$ cat config.mk
export PLATFORM = sky130hd
export DESIGN_NAME = dll_bang_ctrl
export DESIGN_NICKNAME = d
export VERILOG_FILES = /design/src/rtl/dll_pkg.sv /design/src/rtl/dll_vote_ctrl.sv /design/src/rtl/dll_tap_path.sv /design/src/rtl/dll_bang_ctrl.sv
export SDC_FILE = /design/constraint.sdc
export NUM_CORES = 1
export LEC_CHECK = 0
export BUFFER_PORTS_ARGS = -buffer_cell sky130_fd_sc_hd__clkbuf_2
export CORE_AREA = 2 2 68 70
export CTS_CLUSTER_SIZE = 12
export DETAILED_ROUTE_END_ITERATION = 6
export DIE_AREA = 0 0 70 72
export PLACE_DENSITY = 0.62
export SLEW_MARGIN = 20
export SYNTH_ARGS = -nofsm -noshare
export SYNTH_HDL_FRONTEND = slang
export SYNTH_SLANG_ARGS = --single-unit
export TNS_END_PERCENT = 10
$ cat constraint.sdc
create_clock -name clk -period 4.5 [get_ports clk]
set_input_delay 0.675 -clock clk [delete_from_list [all_inputs] [get_ports clk]]
set_output_delay 0.675 -clock clk [all_outputs]
set_load 0.05 [all_outputs]
$ cat src/rtl/dll_pkg.sv
package dll_pkg;

  // Strobes from the vote control to the tap datapath, valid for one cycle.
  typedef struct packed {
    logic decide;    // a qualified decision happened this cycle
    logic fastSeen;  // polarity of that decision (1 = delayed clock fast)
    logic stepUp;    // vote reached +deadband: ask for more delay
    logic stepDown;  // vote reached -deadband: ask for less delay
  } dllStrobes_t;

endpackage

$ cat src/rtl/dll_vote_ctrl.sv
module dll_vote_ctrl
  import dll_pkg::*;
#(
  parameter int DB_W = 4
) (
  input  logic            clk,
  input  logic            rstN,
  input  logic            enable,
  input  logic            sampleValid,
  input  logic            sampleBit,
  input  logic [DB_W-1:0] deadband,
  output dllStrobes_t     strobes
);

  localparam int VOTE_W = DB_W + 2;
  localparam logic signed [VOTE_W-1:0] VOTE_ONE = VOTE_W'(1);

  logic                     decide;
  logic [DB_W-1:0]          limitU;
  logic signed [VOTE_W-1:0] limitPos;
  logic signed [VOTE_W-1:0] limitNeg;
  logic signed [VOTE_W-1:0] vote;
  logic signed [VOTE_W-1:0] voteStep;
  logic signed [VOTE_W-1:0] voteNext;

  assign decide   = enable & sampleValid;
  // a zero deadband behaves like one vote
  assign limitU   = (deadband == '0) ? DB_W'(1) : deadband;
  assign limitPos = $signed({2'b00, limitU});
  assign limitNeg = -limitPos;
  assign voteStep = sampleBit ? (vote + VOTE_ONE) : (vote - VOTE_ONE);

  always_comb begin
    strobes  = '0;
    voteNext = vote;
    if (decide) begin
      strobes.decide   = 1'b1;
      strobes.fastSeen = sampleBit;
      if (voteStep >= limitPos) begin
        strobes.stepUp = 1'b1;
        voteNext       = '0;
      end else if (voteStep <= limitNeg) begin
        strobes.stepDown = 1'b1;
        voteNext         = '0;
      end else begin
        voteNext = voteStep;
      end
    end
  end

  always_ff @(posedge clk or negedge rstN) begin
    if (!rstN) vote <= '0;
    else       vote <= voteNext;
  end

endmodule

$ cat src/rtl/dll_tap_path.sv
module dll_tap_path
  import dll_pkg::*;
#(
  parameter int TAP_W       = 5,
  parameter int LOCK_CYCLES = 64
) (
  input  logic             clk,
  input  logic             rstN,
  input  dllStrobes_t      strobes,
  output logic [TAP_W-1:0] tapCode,
  output logic             lockedFast,
  output logic             lockedSlow,
  output logic             lockFlag
);

  localparam logic [TAP_W-1:0] TAP_MAX  = '1;
  localparam logic [TAP_W-1:0] TAP_INIT = TAP_W'(1 << (TAP_W - 1));
  localparam int               LOCK_W   = $clog2(LOCK_CYCLES + 1);
  localparam logic [LOCK_W-1:0] LOCK_END = LOCK_W'(LOCK_CYCLES);

  logic              moveUp;
  logic              moveDown;
  logic [TAP_W-1:0]  tapReg;
  logic [LOCK_W-1:0] lockCnt;
  logic              fastReg;
  logic              slowReg;

  // saturate at both ends of the line
  assign moveUp   = strobes.stepUp   & (tapReg != TAP_MAX);
  assign moveDown = strobes.stepDown & (tapReg != '0);

  always_ff @(posedge clk or negedge rstN) begin
    if (!rstN) begin
      tapReg <= TAP_INIT;
    end else if (moveUp) begin
      tapReg <= tapReg + TAP_W'(1);
    end else if (moveDown) begin
      tapReg <= tapReg - TAP_W'(1);
    end
  end

  always_ff @(posedge clk or negedge rstN) begin
    if (!rstN) begin
      lockCnt <= '0;
    end else if (moveUp | moveDown) begin
      lockCnt <= '0;
    end else if (strobes.decide && (lockCnt != LOCK_END)) begin
      lockCnt <= lockCnt + LOCK_W'(1);
    end
  end

  always_ff @(posedge clk or negedge rstN) begin
    if (!rstN) begin
      fastReg <= 1'b0;
      slowReg <= 1'b0;
    end else if (strobes.decide) begin
      fastReg <= strobes.fastSeen;
      slowReg <= ~strobes.fastSeen;
    end
  end

  assign tapCode    = tapReg;
  assign lockedFast = fastReg;
  assign lockedSlow = slowReg;
  assign lockFlag   = (lockCnt == LOCK_END);

endmodule

$ cat src/rtl/dll_bang_ctrl.sv
module dll_bang_ctrl
  import dll_pkg::*;
#(
  parameter int TAP_W       = 5,
  parameter int DB_W        = 4,
  parameter int LOCK_CYCLES = 64
) (
  input  logic             clk,
  input  logic             rstN,
  input  logic             enable,
  input  logic             sampleValid,
  input  logic             sampleBit,
  input  logic [DB_W-1:0]  deadband,
  output logic [TAP_W-1:0] tapCode,
  output logic             lockedFast,
  output logic             lockedSlow,
  output logic             lockFlag
);

  dllStrobes_t strobes;

  dll_vote_ctrl #(.DB_W(DB_W)) u_vote (
    .clk         (clk),
    .rstN        (rstN),
    .enable      (enable),
    .sampleValid (sampleValid),
    .sampleBit   (sampleBit),
    .deadband    (deadband),
    .strobes     (strobes)
  );

  dll_tap_path #(.TAP_W(TAP_W), .LOCK_CYCLES(LOCK_CYCLES)) u_path (
    .clk        (clk),
    .rstN       (rstN),
    .strobes    (strobes),
    .tapCode    (tapCode),
    .lockedFast (lockedFast),
    .lockedSlow (lockedSlow),
    .lockFlag   (lockFlag)
  );

endmodule

## After elaboration in Yosys (flattened, before gate mapping)

Cells that the tools add are included.

- Bits in registers: 20
- Word-level logic and storage cells: 38
- Input bits: 9
- Memory bits (read-only): 0
- Latch bits: 0
- Memories: 0
- Bits in writable memories: 0

- Shifts and indexed selects: 0
- Add/subtract/negate cells: 6
- $mul: 0
- Reduce and logical (&&, ||, !) cells: 5
- Multiplexer cells: 12
- Div/mod/pow operators: 0
- Equality and inequality tests: 3
- $lt $le $gt $ge: 2
- Bitwise gates (word level): 5

Operators by type and width:

| cell | number |
|---|---|
| 6-bit two-way mux | 3 |
| 7-bit two-way mux | 2 |
| 5-bit two-way mux | 2 |
| 4-bit two-way mux | 2 |
| 7-bit by 1-bit adder with 7-bit output, second input constant | 1 |
| 7-bit == test, second input constant | 1 |
| 7-bit inequality test, second input constant | 1 |
| 6-bit by 2-bit adder with 6-bit output, second input constant | 1 |
| 6-bit by 5-bit >= comparator with 1-bit output | 1 |
| 6-bit <= comparator | 1 |
| 4-bit negator with 6-bit output | 1 |
| 6-bit by 2-bit subtractor with 6-bit output, second input constant | 1 |
| 5-bit by 1-bit adder with 5-bit output, second input constant | 1 |
| 5-bit inequality test, second input constant | 1 |
| 5-bit nonzero test | 1 |
| 5-bit by 1-bit subtractor with 5-bit output, second input constant | 1 |
| 4-bit zero test | 1 |
| 2-bit nonzero test | 2 |
| 1-bit bitwise AND | 3 |
| 1-bit two-way mux | 3 |
| 1-bit logical AND | 1 |
| 1-bit inverter | 1 |
| 1-bit bitwise OR | 1 |

## Logic depth before layout (Yosys ltp)

- Depth after elaboration: 10
- Gate-level depth with buffers: 16
- Mapped depth without buffers: 16

## Hierarchy

From an unflattened synthesis, not the netlist that was laid out.

- Cells, all modules: 162
- Area, all modules: 1520.2 um^2

Modules (own cells, without submodules):

| module | seq. area each (um^2) | times used | area an instance (um^2) | cells an instance |
|---|---|---|---|---|
| dll_tap_path | 351.6 | 1 | 792.0 | 75 |
| dll_vote_ctrl | 150.1 | 1 | 728.2 | 87 |

## Worst setup path before layout

Ideal clock, no wire load.

- Path kind: input to register
- Start point: input port sampleBit
- End point: register u_path.tapReg[4], in the netlist u_path.tapCode[4]
- Library setup time: 0.089 ns
- Cell stages on the path: 15
- Data arrival time: 3.541 ns
- Required time: 4.411 ns
- Setup slack: 0.870 ns
- Cells stage by stage: fa_1 xnor2_1 ha_1 a21o_1 a31oi_1 a211oi_1 nor3_2 nor3b_2 inv_1 fa_1 a21o_1 a21o_1 nand3b_1 a2bb2oi_1 xnor2_1

- Cells in the longest elaborated chain, start to end: 7
- Elaborated cells between the ends (all ways): 11

RTL lines:

| element | line | source |
|---|---|---|
| start, declared | dll_bang_ctrl.sv:12 | `input logic sampleBit,` |
| 6-bit two-way mux * | dll_vote_ctrl.sv:31 | `assign voteStep = sampleBit ? (vote + VOTE_ONE) : (vote - VOTE_ONE);` |
| 6-bit <= comparator | dll_vote_ctrl.sv:42 | `end else if (voteStep <= limitNeg) begin` |
| 1-bit two-way mux | dll_vote_ctrl.sv:42 |  |
| 1-bit two-way mux | dll_vote_ctrl.sv:39 | `if (voteStep >= limitPos) begin` |
| 4-bit two-way mux * | dll_vote_ctrl.sv:36 | `if (decide) begin` |
| 1-bit bitwise AND | dll_tap_path.sv:30 | `assign moveDown = strobes.stepDown & (tapReg != '0);` |
| 2-bit nonzero test (no source line) | - |  |
| end signal, assigned | dll_tap_path.sv:36 | `tapReg <= tapReg + TAP_W'(1);` |
| end signal, assigned | dll_tap_path.sv:38 | `tapReg <= tapReg - TAP_W'(1);` |
| end, declared | dll_tap_path.sv:23 | `logic [TAP_W-1:0] tapReg;` |

Every way passes the cells marked *; elsewhere a longest branch is shown, timed or not.
A chain may end at the register's enable or synchronous reset.

## Worst setup path in the final report

Ends and elaborated chain as after synthesis.

==> run summary <==
status -> finished, final reports clean
ys async rst share -> 100%
antenna violations before repair -> 0
Post-route DRC -> 0
max-cap violation count -> 0
total track usage -> 11.7%
most frequent cells in the layout -> dfrtp_1, ha_1, clkbuf_2
RSZ-0062 raised after global routing -> no
placed cell area -> 1620 sq um
n_diodes -> 0
first-pass GRT wire length -> 4720 um
count of antenna-violating nets left after detailed routing -> 0
die width -> 70 um
delay-heaviest family, CP -> adder cells
number of max-slew violations in the final report -> 0
drt total wl -> 2680 um
synth unique cells -> 45
Buf/Inv on CP -> 3
drt first pass iters -> 4
final net count -> 202
Area Growth Syn to Fin -> 13.6%
Top cell by count, worst path -> a21o_1
DIE HEIGHT -> 72 um
Clock transition at path regs -> 0.07 ns
clock buffer count from CTS -> 3
DR WL/cell -> 12.0 um
Mapped Cells -> 152
slowest CP cell -> fa_1
hold_ws -> 0.362 ns
CTS tree -> yes
IO buf count -> 16
hold_buf cts -> 0
delay of the slowest critical-path stage -> 0.42 ns
post-synthesis register bit count -> 20
kind of end point of the critical path -> flop
Ys Warns -> 0
layout cells sized above 1 -> 19.2%
total power -> 1.19 mW
crit path DAT -> 3.88 ns
Final period util -> 81.9%
post-DR vias/cell -> 4.94
met1 Resource Use GR -> 14.2%
largest net degree at the start of global routing -> 21
Sink Count -> 20
worst hold path class -> input port to asynchronous set/reset pin
sequential area share after synthesis -> 34.0%
starting density of the core -> 34.6%
Synth Area per Inst -> 9.71 sq um
final design instance area without fill -> 1680 sq um
Synth Flop Type -> dfrtp_1
global routing's busiest layer -> met2
die area -> 5040 sq um
Setup WS post-layout -> 0.813 ns
Setup CP Type -> input port to flop
critical path launch point -> sampleBit
Syn Nets -> 181
most common cell after layout, fill and taps aside -> dfrtp_1
Iter 0 DRT Violations -> 52
Congestion Overflow GR -> 0
VDD IR max -> 176 uV
post-synth top area cell -> dfrtp_1
gpl congestion -> 0.812
vias -> 1,106
# setup viols final -> 0
clk buf depth -> 2
Critical Path RT -> 4.69 ns
H-tree depth -> 1
core footprint -> 4260 sq um
Post-synth EDFFs -> 0
P per Cell Area -> 711 nW/um^2
nature of the critical path startpoint -> input port
Peak Freq -> 0.271 GHz
Synth area leaders -> dfrtp_1, ha_1, xnor2_1, xor2_1, nor2_1
row count -> 24
M3 GR Usage -> 1.53%
Final Hold Vio Count -> 0
DPL Wire Length -> 2180 um
share of the synthesized area in the top cell type -> 32.2%
clock root cell -> clkbuf_8
Cell Chain, Critical Path -> clkbuf_2 -> inv_1 -> ha_1 -> xnor2_1 -> ha_1 -> a21o_1 -> a31oi_1 -> a211oi_1 -> nor3_2 -> nor3b_2 -> inv_1 -> fa_1 -> a21o_1 -> a21o_1 -> nand3b_1 -> a2bb2oi_1 -> xnor2_1
IO Count -> 17
post-route minimum period -> 3.69 ns
Worst R2R Start -> u_vote.vote[0]
maximum fanout along the worst path -> 5
vias in the first global route -> 1,091
post-synth design cell area -> 1480 sq um
final clock skew -> 0.00203 ns
clock latency on the worst-skew pair -> 0.26 ns
CTS-repair resized insts -> 0
# Post-CTS Setup Buffers -> 0
relative slew slack -> 65.9%
Fin Setup TNS -> 0 ns
worst slack, placed -> 0.519 ns
P_leak -> 0.830 nW
grt met2 use -> 20.6%
Worst Max-Slew Pin Slew -> 0.507 ns
logic make-up after synthesis:
group                    count (synthesis)  synth area share, %
XOR/XNOR                                14                 8.31
multiplexers                             4                 3.47
flip-flops                              20                 34.0
AO/OA/AOI/OAI                           32                 15.5
other                                    1                0.254
AND/OR/NAND/NOR                         48                 16.7
buffers and inverters                   13                 3.81
adder cells (fa/ha/maj)                 20                 18.0
synth_stat cells (2+ instances only):
| cell type | n |
|---|---|
| xor2_1 | 7 |
| a21oi_1 | 4 |
| nor3b_1 | 2 |
| ha_1 | 18 |
| dfrtp_1 | 19 |
| or3_1 | 2 |
| a22o_1 | 3 |
| nand2b_1 | 2 |
| xnor2_1 | 7 |
| mux2_4 | 2 |
| nand3_1 | 2 |
| a31oi_1 | 3 |
| a21o_1 | 6 |
| nor2_1 | 15 |
| inv_1 | 11 |
| and3_1 | 3 |
| nand2_1 | 9 |
| nor3_1 | 4 |
| fa_1 | 2 |
| o21ai_0 | 5 |
| a211oi_1 | 2 |
path summary, 6_finish.rpt:
kind	slack (ns)	to	cells past startpoint
setup / recovery	0.81	u_path.tapCode[4]	17
setup reg to reg	0.85	u_path.tapCode[4]	16
max in group asynchronous	3.79	u_path.tapCode[4]	1
hold reg to reg	0.48	u_path.lockedSlow	2
hold / removal	0.36	u_path.lockedFast	1
min in group clk	0.48	u_path.lockedSlow	2
power by group:
part	internal, mW	switching [mW]	leakage (nW)
logic	0.324	0.414	0.545
clock network	0.0779	0.0594	0.0288
registers	0.246	0.0709	0.257
total	0.648	0.545	0.830
per-stage QoR:
stage / std cells / utilization [%]
global route: 224 / 39.3
floorplan: 152 / -
detailed placement: 220 / 38.0
finish: 224 / 39.3
CTS: 224 / 39.3
global placement: 220 / 38.0
per-layer routing:
metal / share of wire (%) / vias up
met3: 3.8 / 5
met1: 46 / 515
met5: 0 / -
li1: - / 569
met2: 48 / 17
met4: 2.2 / 0
state kept, by name (all words and copies together) (netlist names):
signal / count
u_path.lockedFast: 1
u_path.lockedSlow: 1
u_path.lockCnt: 7
u_vote.vote: 6
u_path.tapCode: 5
area by class of cell:
cell class / count / area, sq um
sequential: 20 / 502
multi-input combinational: 119 / 918
inverter: 11 / 41.3
tap: 52 / 65.1
fill: 437 / 2590
clock buffer: 4 / 55.1
timing repair buffer: 18 / 95.1
worst reg2reg max path, cell delays in order, from the launching register on:
cell and delay [ns]:
dfrtp_1 0.46, inv_1 0.09, fa_1 0.43, xnor2_1 0.18, ha_1 0.31, a21o_1 0.11
a31oi_1 0.04, a211oi_1 0.29, nor3_2 0.10, nor3b_2 0.24, inv_1 0.13, fa_1 0.42
a21o_1 0.17, a21o_1 0.17, nand3b_1 0.15, a2bb2oi_1 0.14, xnor2_1 0.14
(Power assumes the default switching activity.)
